`src/rtl/opa_pkg.sv`:
```
package opa_pkg;
  typedef enum logic [1:0] {
    CLS_MOVE = 2'd0,
    CLS_ADD  = 2'd1,
    CLS_FMA  = 2'd2,
    CLS_TERN = 2'd3
  } op_class_e;

  typedef enum logic [1:0] {
    MSK_NONE  = 2'd0,
    MSK_ZERO  = 2'd1,
    MSK_MERGE = 2'd2,
    MSK_RSVD  = 2'd3
  } mask_mode_e;

  // width of an operand-demand count (max 4)
  localparam int DEM_W = 3;
  // width of internal allocation arithmetic
  localparam int ARW = 8;
endpackage

```
`src/rtl/opa_rst_sync.sv`:
```
module opa_rst_sync (
  input  logic clk,
  input  logic rst_n,
  output logic rst_sync_n
);
  logic meta_q;
  logic hold_q;

  always_ff @(posedge clk or negedge rst_n) begin
    if (!rst_n) begin
      meta_q <= 1'b0;
      hold_q <= 1'b0;
    end else begin
      meta_q <= 1'b1;
      hold_q <= meta_q;
    end
  end

  assign rst_sync_n = hold_q;
endmodule

```
`src/rtl/opa_demand.sv`:
```
module opa_demand
  import opa_pkg::*;
(
  input  logic [1:0]       cls_i,
  input  logic [1:0]       msk_i,
  output logic [DEM_W-1:0] need_o
);
  logic [DEM_W-1:0] base;
  logic [DEM_W-1:0] extra;

  always_comb begin
    unique case (op_class_e'(cls_i))
      CLS_MOVE: base = DEM_W'(1);
      CLS_ADD:  base = DEM_W'(2);
      CLS_FMA:  base = DEM_W'(3);
      default:  base = DEM_W'(3);
    endcase
    // merge-masking reads the old destination as an extra operand
    extra  = (mask_mode_e'(msk_i) == MSK_MERGE) ? DEM_W'(1) : DEM_W'(0);
    need_o = base + extra;
  end
endmodule

```
`src/rtl/opa_stage.sv`:
```
module opa_stage
  import opa_pkg::*;
#(
  parameter int NUM_PIPES  = 4,
  parameter int DED_PORTS  = 2,
  parameter int NUM_SHARED = 2,
  parameter int PW         = 2,
  parameter int CW         = 2
) (
  input  logic                               valid_i,
  input  logic [PW-1:0]                      pipe_i,
  input  logic [DEM_W-1:0]                   need_i,
  input  logic [NUM_PIPES-1:0][CW-1:0]       used_i,
  input  logic [NUM_SHARED-1:0]              free_i,
  input  logic [NUM_PIPES-1:0]               blk_i,
  output logic [NUM_PIPES-1:0][CW-1:0]       used_o,
  output logic [NUM_SHARED-1:0]              free_o,
  output logic [NUM_PIPES-1:0]               blk_o,
  output logic                               grant_o,
  output logic [NUM_SHARED-1:0]              sel_o
);
  logic [ARW-1:0] ded_left;
  logic [ARW-1:0] need_w;
  logic [ARW-1:0] take_ded;
  logic [ARW-1:0] rem;
  logic [ARW-1:0] free_cnt;
  logic [ARW-1:0] picked;
  logic [NUM_SHARED-1:0] pick_mask;
  logic fits;

  always_comb begin
    need_w   = ARW'(need_i);
    ded_left = ARW'(DED_PORTS) - ARW'(used_i[pipe_i]);
    take_ded = (need_w < ded_left) ? need_w : ded_left;
    rem      = need_w - take_ded;
    free_cnt = ARW'($countones(free_i));
    fits     = valid_i && !blk_i[pipe_i] && (rem <= free_cnt);

    // lowest-numbered free pool ports first
    pick_mask = '0;
    picked    = '0;
    for (int k = 0; k < NUM_SHARED; k++) begin
      if (free_i[k] && (picked < rem)) begin
        pick_mask[k] = 1'b1;
        picked       = picked + ARW'(1);
      end
    end

    grant_o = fits;
    sel_o   = fits ? pick_mask : '0;

    used_o = used_i;
    if (fits) used_o[pipe_i] = used_i[pipe_i] + CW'(take_ded);

    free_o = free_i & ~sel_o;

    blk_o = blk_i;
    if (valid_i && !fits) blk_o[pipe_i] = 1'b1;
  end
endmodule

```
`src/rtl/operand_port_alloc.sv`:
```
module operand_port_alloc
  import opa_pkg::*;
#(
  parameter int NUM_OPS    = 4,
  parameter int NUM_PIPES  = 4,
  parameter int DED_PORTS  = 2,
  parameter int NUM_SHARED = 2
) (
  input  logic                                      clk,
  input  logic                                      rst_n,
  input  logic [NUM_OPS-1:0]                        req_valid,
  input  logic [NUM_OPS*((NUM_PIPES > 1) ? $clog2(NUM_PIPES) : 1)-1:0] req_pipe,
  input  logic [NUM_OPS*2-1:0]                      req_class,
  input  logic [NUM_OPS*2-1:0]                      req_mask,
  output logic [NUM_OPS-1:0]                        gnt,
  output logic [NUM_OPS-1:0]                        stall,
  output logic [NUM_OPS*NUM_SHARED-1:0]             gnt_pool
);
  localparam int PW = (NUM_PIPES > 1) ? $clog2(NUM_PIPES) : 1;
  localparam int CW = $clog2(DED_PORTS + 1);

  logic rst_sync_n;

  logic [NUM_OPS:0][NUM_PIPES-1:0][CW-1:0] used_c;
  logic [NUM_OPS:0][NUM_SHARED-1:0]        free_c;
  logic [NUM_OPS:0][NUM_PIPES-1:0]         blk_c;

  logic [NUM_OPS-1:0]                      gnt_d;
  logic [NUM_OPS-1:0][NUM_SHARED-1:0]      sel_d;
  logic [NUM_OPS-1:0][PW-1:0]              pipe_w;
  logic [NUM_OPS-1:0][DEM_W-1:0]           need_w;

  logic [NUM_OPS-1:0]                      gnt_n,  gnt_q;
  logic [NUM_OPS-1:0]                      stall_n, stall_q;
  logic [NUM_OPS*NUM_SHARED-1:0]           pool_n, pool_q;
  logic                                    upd_en;

  opa_rst_sync u_rst (
    .clk        (clk),
    .rst_n      (rst_n),
    .rst_sync_n (rst_sync_n)
  );

  assign used_c[0] = '0;
  assign free_c[0] = '1;
  assign blk_c[0]  = '0;

  for (genvar i = 0; i < NUM_OPS; i++) begin : g_slot
    assign pipe_w[i] = req_pipe[i*PW +: PW];

    opa_demand u_dem (
      .cls_i  (req_class[i*2 +: 2]),
      .msk_i  (req_mask[i*2 +: 2]),
      .need_o (need_w[i])
    );

    opa_stage #(
      .NUM_PIPES  (NUM_PIPES),
      .DED_PORTS  (DED_PORTS),
      .NUM_SHARED (NUM_SHARED),
      .PW         (PW),
      .CW         (CW)
    ) u_stage (
      .valid_i (req_valid[i]),
      .pipe_i  (pipe_w[i]),
      .need_i  (need_w[i]),
      .used_i  (used_c[i]),
      .free_i  (free_c[i]),
      .blk_i   (blk_c[i]),
      .used_o  (used_c[i+1]),
      .free_o  (free_c[i+1]),
      .blk_o   (blk_c[i+1]),
      .grant_o (gnt_d[i]),
      .sel_o   (sel_d[i])
    );

    // a slot only ever draws pool ports left free by older slots
    assert_pool_from_free_R6: assert property (@(posedge clk) disable iff (!rst_sync_n)
      (sel_d[i] & ~free_c[i]) == '0);

    // a pipe blocked by an older slot admits no younger slot
    assert_pipe_age_order_R4: assert property (@(posedge clk) disable iff (!rst_sync_n)
      blk_c[i][pipe_w[i]] |-> !gnt_d[i]);

    // a registered grant stems from a valid request one edge earlier
    assert_grant_from_valid_R2: assert property (@(posedge clk) disable iff (!rst_sync_n)
      gnt_q[i] |-> $past(req_valid[i]));

    // an ungranted slot carries no pool select
    assert_idle_no_pool_R7: assert property (@(posedge clk) disable iff (!rst_sync_n)
      !gnt_q[i] |-> (pool_q[i*NUM_SHARED +: NUM_SHARED] == '0));

    // grant and stall never coincide
    assert_grant_stall_excl_R7: assert property (@(posedge clk) disable iff (!rst_sync_n)
      !(gnt_q[i] && stall_q[i]));
  end

  // next-state
  always_comb begin
    upd_en  = 1'b1;
    gnt_n   = gnt_d;
    stall_n = req_valid & ~gnt_d;
    for (int i = 0; i < NUM_OPS; i++) begin
      pool_n[i*NUM_SHARED +: NUM_SHARED] = sel_d[i];
    end
  end

  // registers
  always_ff @(posedge clk or negedge rst_sync_n) begin
    if (!rst_sync_n) begin
      gnt_q   <= '0;
      stall_q <= '0;
      pool_q  <= '0;
    end else if (upd_en) begin
      gnt_q   <= gnt_n;
      stall_q <= stall_n;
      pool_q  <= pool_n;
    end
  end

  assign gnt      = gnt_q;
  assign stall    = stall_q;
  assign gnt_pool = pool_q;
endmodule

```
`config.mk`:
```
export PLATFORM = sky130hd
export DESIGN_NAME = operand_port_alloc
export DESIGN_NICKNAME = d
export VERILOG_FILES = /design/src/rtl/opa_pkg.sv /design/src/rtl/opa_rst_sync.sv /design/src/rtl/opa_demand.sv /design/src/rtl/opa_stage.sv /design/src/rtl/operand_port_alloc.sv
export SDC_FILE = /design/constraint.sdc
export NUM_CORES = 1
export LEC_CHECK = 0
export ABC_AREA = 1
export BUFFER_PORTS_ARGS = -buffer_cell sky130_fd_sc_hd__buf_2
export CORE_MARGIN = 2
export CORE_UTILIZATION = 40
export DETAILED_ROUTE_END_ITERATION = 10
export PLACE_DENSITY = 0.7
export SYNTH_ARGS = -nofsm -noshare
export SYNTH_HDL_FRONTEND = slang
export SYNTH_SLANG_ARGS = --single-unit
```
`constraint.sdc`:
```
create_clock -name clk -period 1.3 [get_ports clk]
set_input_delay 0.195 -clock clk [delete_from_list [all_inputs] [get_ports clk]]
set_output_delay 0.195 -clock clk [all_outputs]
set_load 0.03 [all_outputs]
```
==> results.toml <==
[sta]
setup_viol = 16
rsz0062_at_grt = "yes"
fmax_mhz = 90.2
final-max-slew-violation-count = 0
relSlewSlack = 0.619
fin_crit_sh = 8.53
holdWs_ns = 0.182
setup_ws_ns = -9.78
tightest_slew_ns = 0.571
setup_tns_ns = -82.27
finalHoldViolations = 0
finalCriticalPeriod_ns = 11.08
finClkSkew_ns = 0.00368

[worst_setup_path]
startpoint_type = "input pin"
max_stage_delay_ns = 0.53
critical_path_class = "input pin to flip-flop"
required_ns = 1.45
worstSetupEndpointType = "flip-flop"
crit_slowest_cell = "fa_1"
worst_ep_arrival_time_ns = 11.24
cpMostUsedCell = "ha_4"
worstPathMaxFanout = 7

[power]
peakVddDrop_mv = 0.590
powerDensity_nw_per_um2 = 1170
swShare = 0.476
p_leak_nw = 2.91
comb_power_share = 0.836
clkPwrFrac = 0.060
power_switching_mw = 2.97
seqPwrFrac = 0.104
internal_power_mw = 3.28

[global_route]
grt_pass1_vias = 3847
grt_overflow = 0
antenna_found_initial = 0
grt_first_pass_wirelength_mm = 16.1
grt_max_degree = 17
track_usage = 0.253

[min_path]
hold_class = "input pin to flip-flop"

[clock_tree]
h-tree-depth = 1
clock_sinks = 18
cts_tree = "yes"
ctsLongestPathBuffers = 2
root_buffer = "clkbuf_8"
cts_buffers = 3
worstSkewPairLatency_ns = 0.26
path_clk_slew_ns = 0.06

[yosys]
synth_cells = 459
yosys-top-cells-count = "nand2_1 (119), inv_1 (88), nor2_1 (52)"
ys.flop_type = "dfrtp_1"
ys_warn_count = 0
ys_top_cells_by_area = "ha_1 (18%), dfrtp_1 (16%), nand2_1 (16%), inv_1 (11%), nor2_1 (6.8%)"
synth_seq_cells = 18
synthDistinctLibCells = 36
synth-edff-count = 0
synth_area_um2 = 2880
yosysSeqAreaShare = 0.157
avgSynthCellArea_um2 = 6.27
async_flop_share = 1.00
synthMostInstantiatedCell = "nand2_1"
synth_area_leader_cell = "ha_1"
synth.top_cell.area_share = 0.178

[routing]
ant_nets = 0
drc = 0
wire_per_inst_um = 15.9
vias = 4246
wirelength_mm = 12.5
via_per_inst = 5.38
initialDrtViolationCount = 368
drtPass1Iterations = 5

[layout]
finalNetCount = 769
fin_util = 0.781
syn_to_final_growth_pct = 86.6
num_antenna_cells = 0
layout-drive-gt1-share = 0.532

[die]
die_width_um = 88.8
rows = 30
dieArea_um2 = 7890
core_region_area_um2 = 6870
die_h_um = 88.8
pin_count = 46
initial_core_util = 0.419

[placement]
globalplace.congestion = 0.874
dp_hpwl_mm = 6.66
portBuffers = 45

[run]
cap_violations = 0

[outcome]
outcome = "complete, but fails checks"
violations = "negative setup slack"
==> per-stage QoR <==
| step | worst slack, ns | cell area, µm² | cells | power (mW) |
|---|---|---|---|---|
| 2_1_floorplan | -9.06 | 3070 | 463 | 2.89 |
| 3_3_place_gp | -9.68 | 4320 | 725 | 4.05 |
| 3_5_place_dp | -10.11 | 4320 | 725 | 4.22 |
| 4_1_cts | -9.16 | 4950 | 777 | 5.31 |
| 5_1_grt | -10.27 | 5370 | 789 | 6.68 |
| 6_report | -9.78 | 5370 | 789 | 6.25 |
==> worst paths after layout <==
kind / from / endpoint / slack (ns) / depth (start not counted)
max in group asynchronous: u_rst.rst_sync_n / gnt_pool[0] / 0.69 / 0
hold / removal: req_valid[3] / stall[3] / 0.18 / 3
min in group asynchronous: u_rst.rst_sync_n / gnt[3] / 0.23 / 0
setup reg to reg: u_rst.rst_sync_n / gnt_pool[0] / 0.69 / 0
hold reg to reg: u_rst.rst_sync_n / gnt[3] / 0.23 / 0
setup / recovery: req_mask[0] / stall[3] / -9.78 / 82
==> worst max-delay path: cells and delay by family <==
kind / cells / cell delay [ns]
AO/OA/AOI/OAI: 8 / 1.22
adder cells (fa/ha/maj): 18 / 4.30
buffers and inverters: 14 / 0.98
AND/OR/NAND/NOR: 42 / 4.51
==> cells in the final DEF, fill, tap and decap left out, types with 14 or more instances in the layout <==
| master | instances |
|---|---|
| buf_4 | 170 |
| buf_2 | 42 |
| nor2_4 | 22 |
| dfrtp_1 | 18 |
| inv_2 | 17 |
| nand3_2 | 14 |
| inv_1 | 76 |
| ha_4 | 16 |
| nand2_4 | 17 |
| ha_1 | 24 |
| nand2_2 | 14 |
| nor2_1 | 32 |
| nand3_1 | 19 |
| nand2_1 | 106 |
| buf_6 | 15 |
==> per-layer routing <==
layer  vias to the layer above  part of all wire  global-route usage
met2                       289              0.49               0.486
met1                      1928              0.36               0.281
met3                       120             0.075              0.0243
met4                         0             0.075               0.102
li1                       1909                 -                   -
met5                         -                 0                   0
==> sequential cells by signal (all words and copies together), names as in the netlist <==
signal and flops:
gnt 4, gnt_pool 8, stall 4, u_rst.meta_q 1
u_rst.rst_sync_n 1
==> power by group through the flow <==
stage | combinational, mW | sequential [mW] | clock [mW]
global placement | 3.38 | 0.662 | 0
floorplan | 2.08 | 0.801 | 0
global route | 5.62 | 0.660 | 0.407
finish | 5.23 | 0.651 | 0.378
CTS | 4.27 | 0.653 | 0.385
detailed placement | 3.56 | 0.663 | 0
==> repair_timing <==
item,in CTS,in global routing
resized for setup,56,68
cloned,1,0
pin swaps,34,19
hold endpoints to repair,2,0
endpoints found under the setup margin,16,16
setup buffers,47,17
hold buffers,1,0
==> logic make-up after synthesis <==
family,synth area share
and+or+nand+nor,0.425
buffers and inverters,0.128
AOI/OAI and AO/OA,0.0900
adders and majority gates,0.199
DFF,0.157
other,0.00130
==> layout make-up <==
cell class / instances / area, µm²
multi-input combinational: 350 / 2730
timing repair buffer: 228 / 1670
fill: 406 / 1500
sequential: 18 / 450
inverter: 94 / 358
tap: 96 / 120
clock buffer: 3 / 41.3
(Power assumes the default switching activity.)
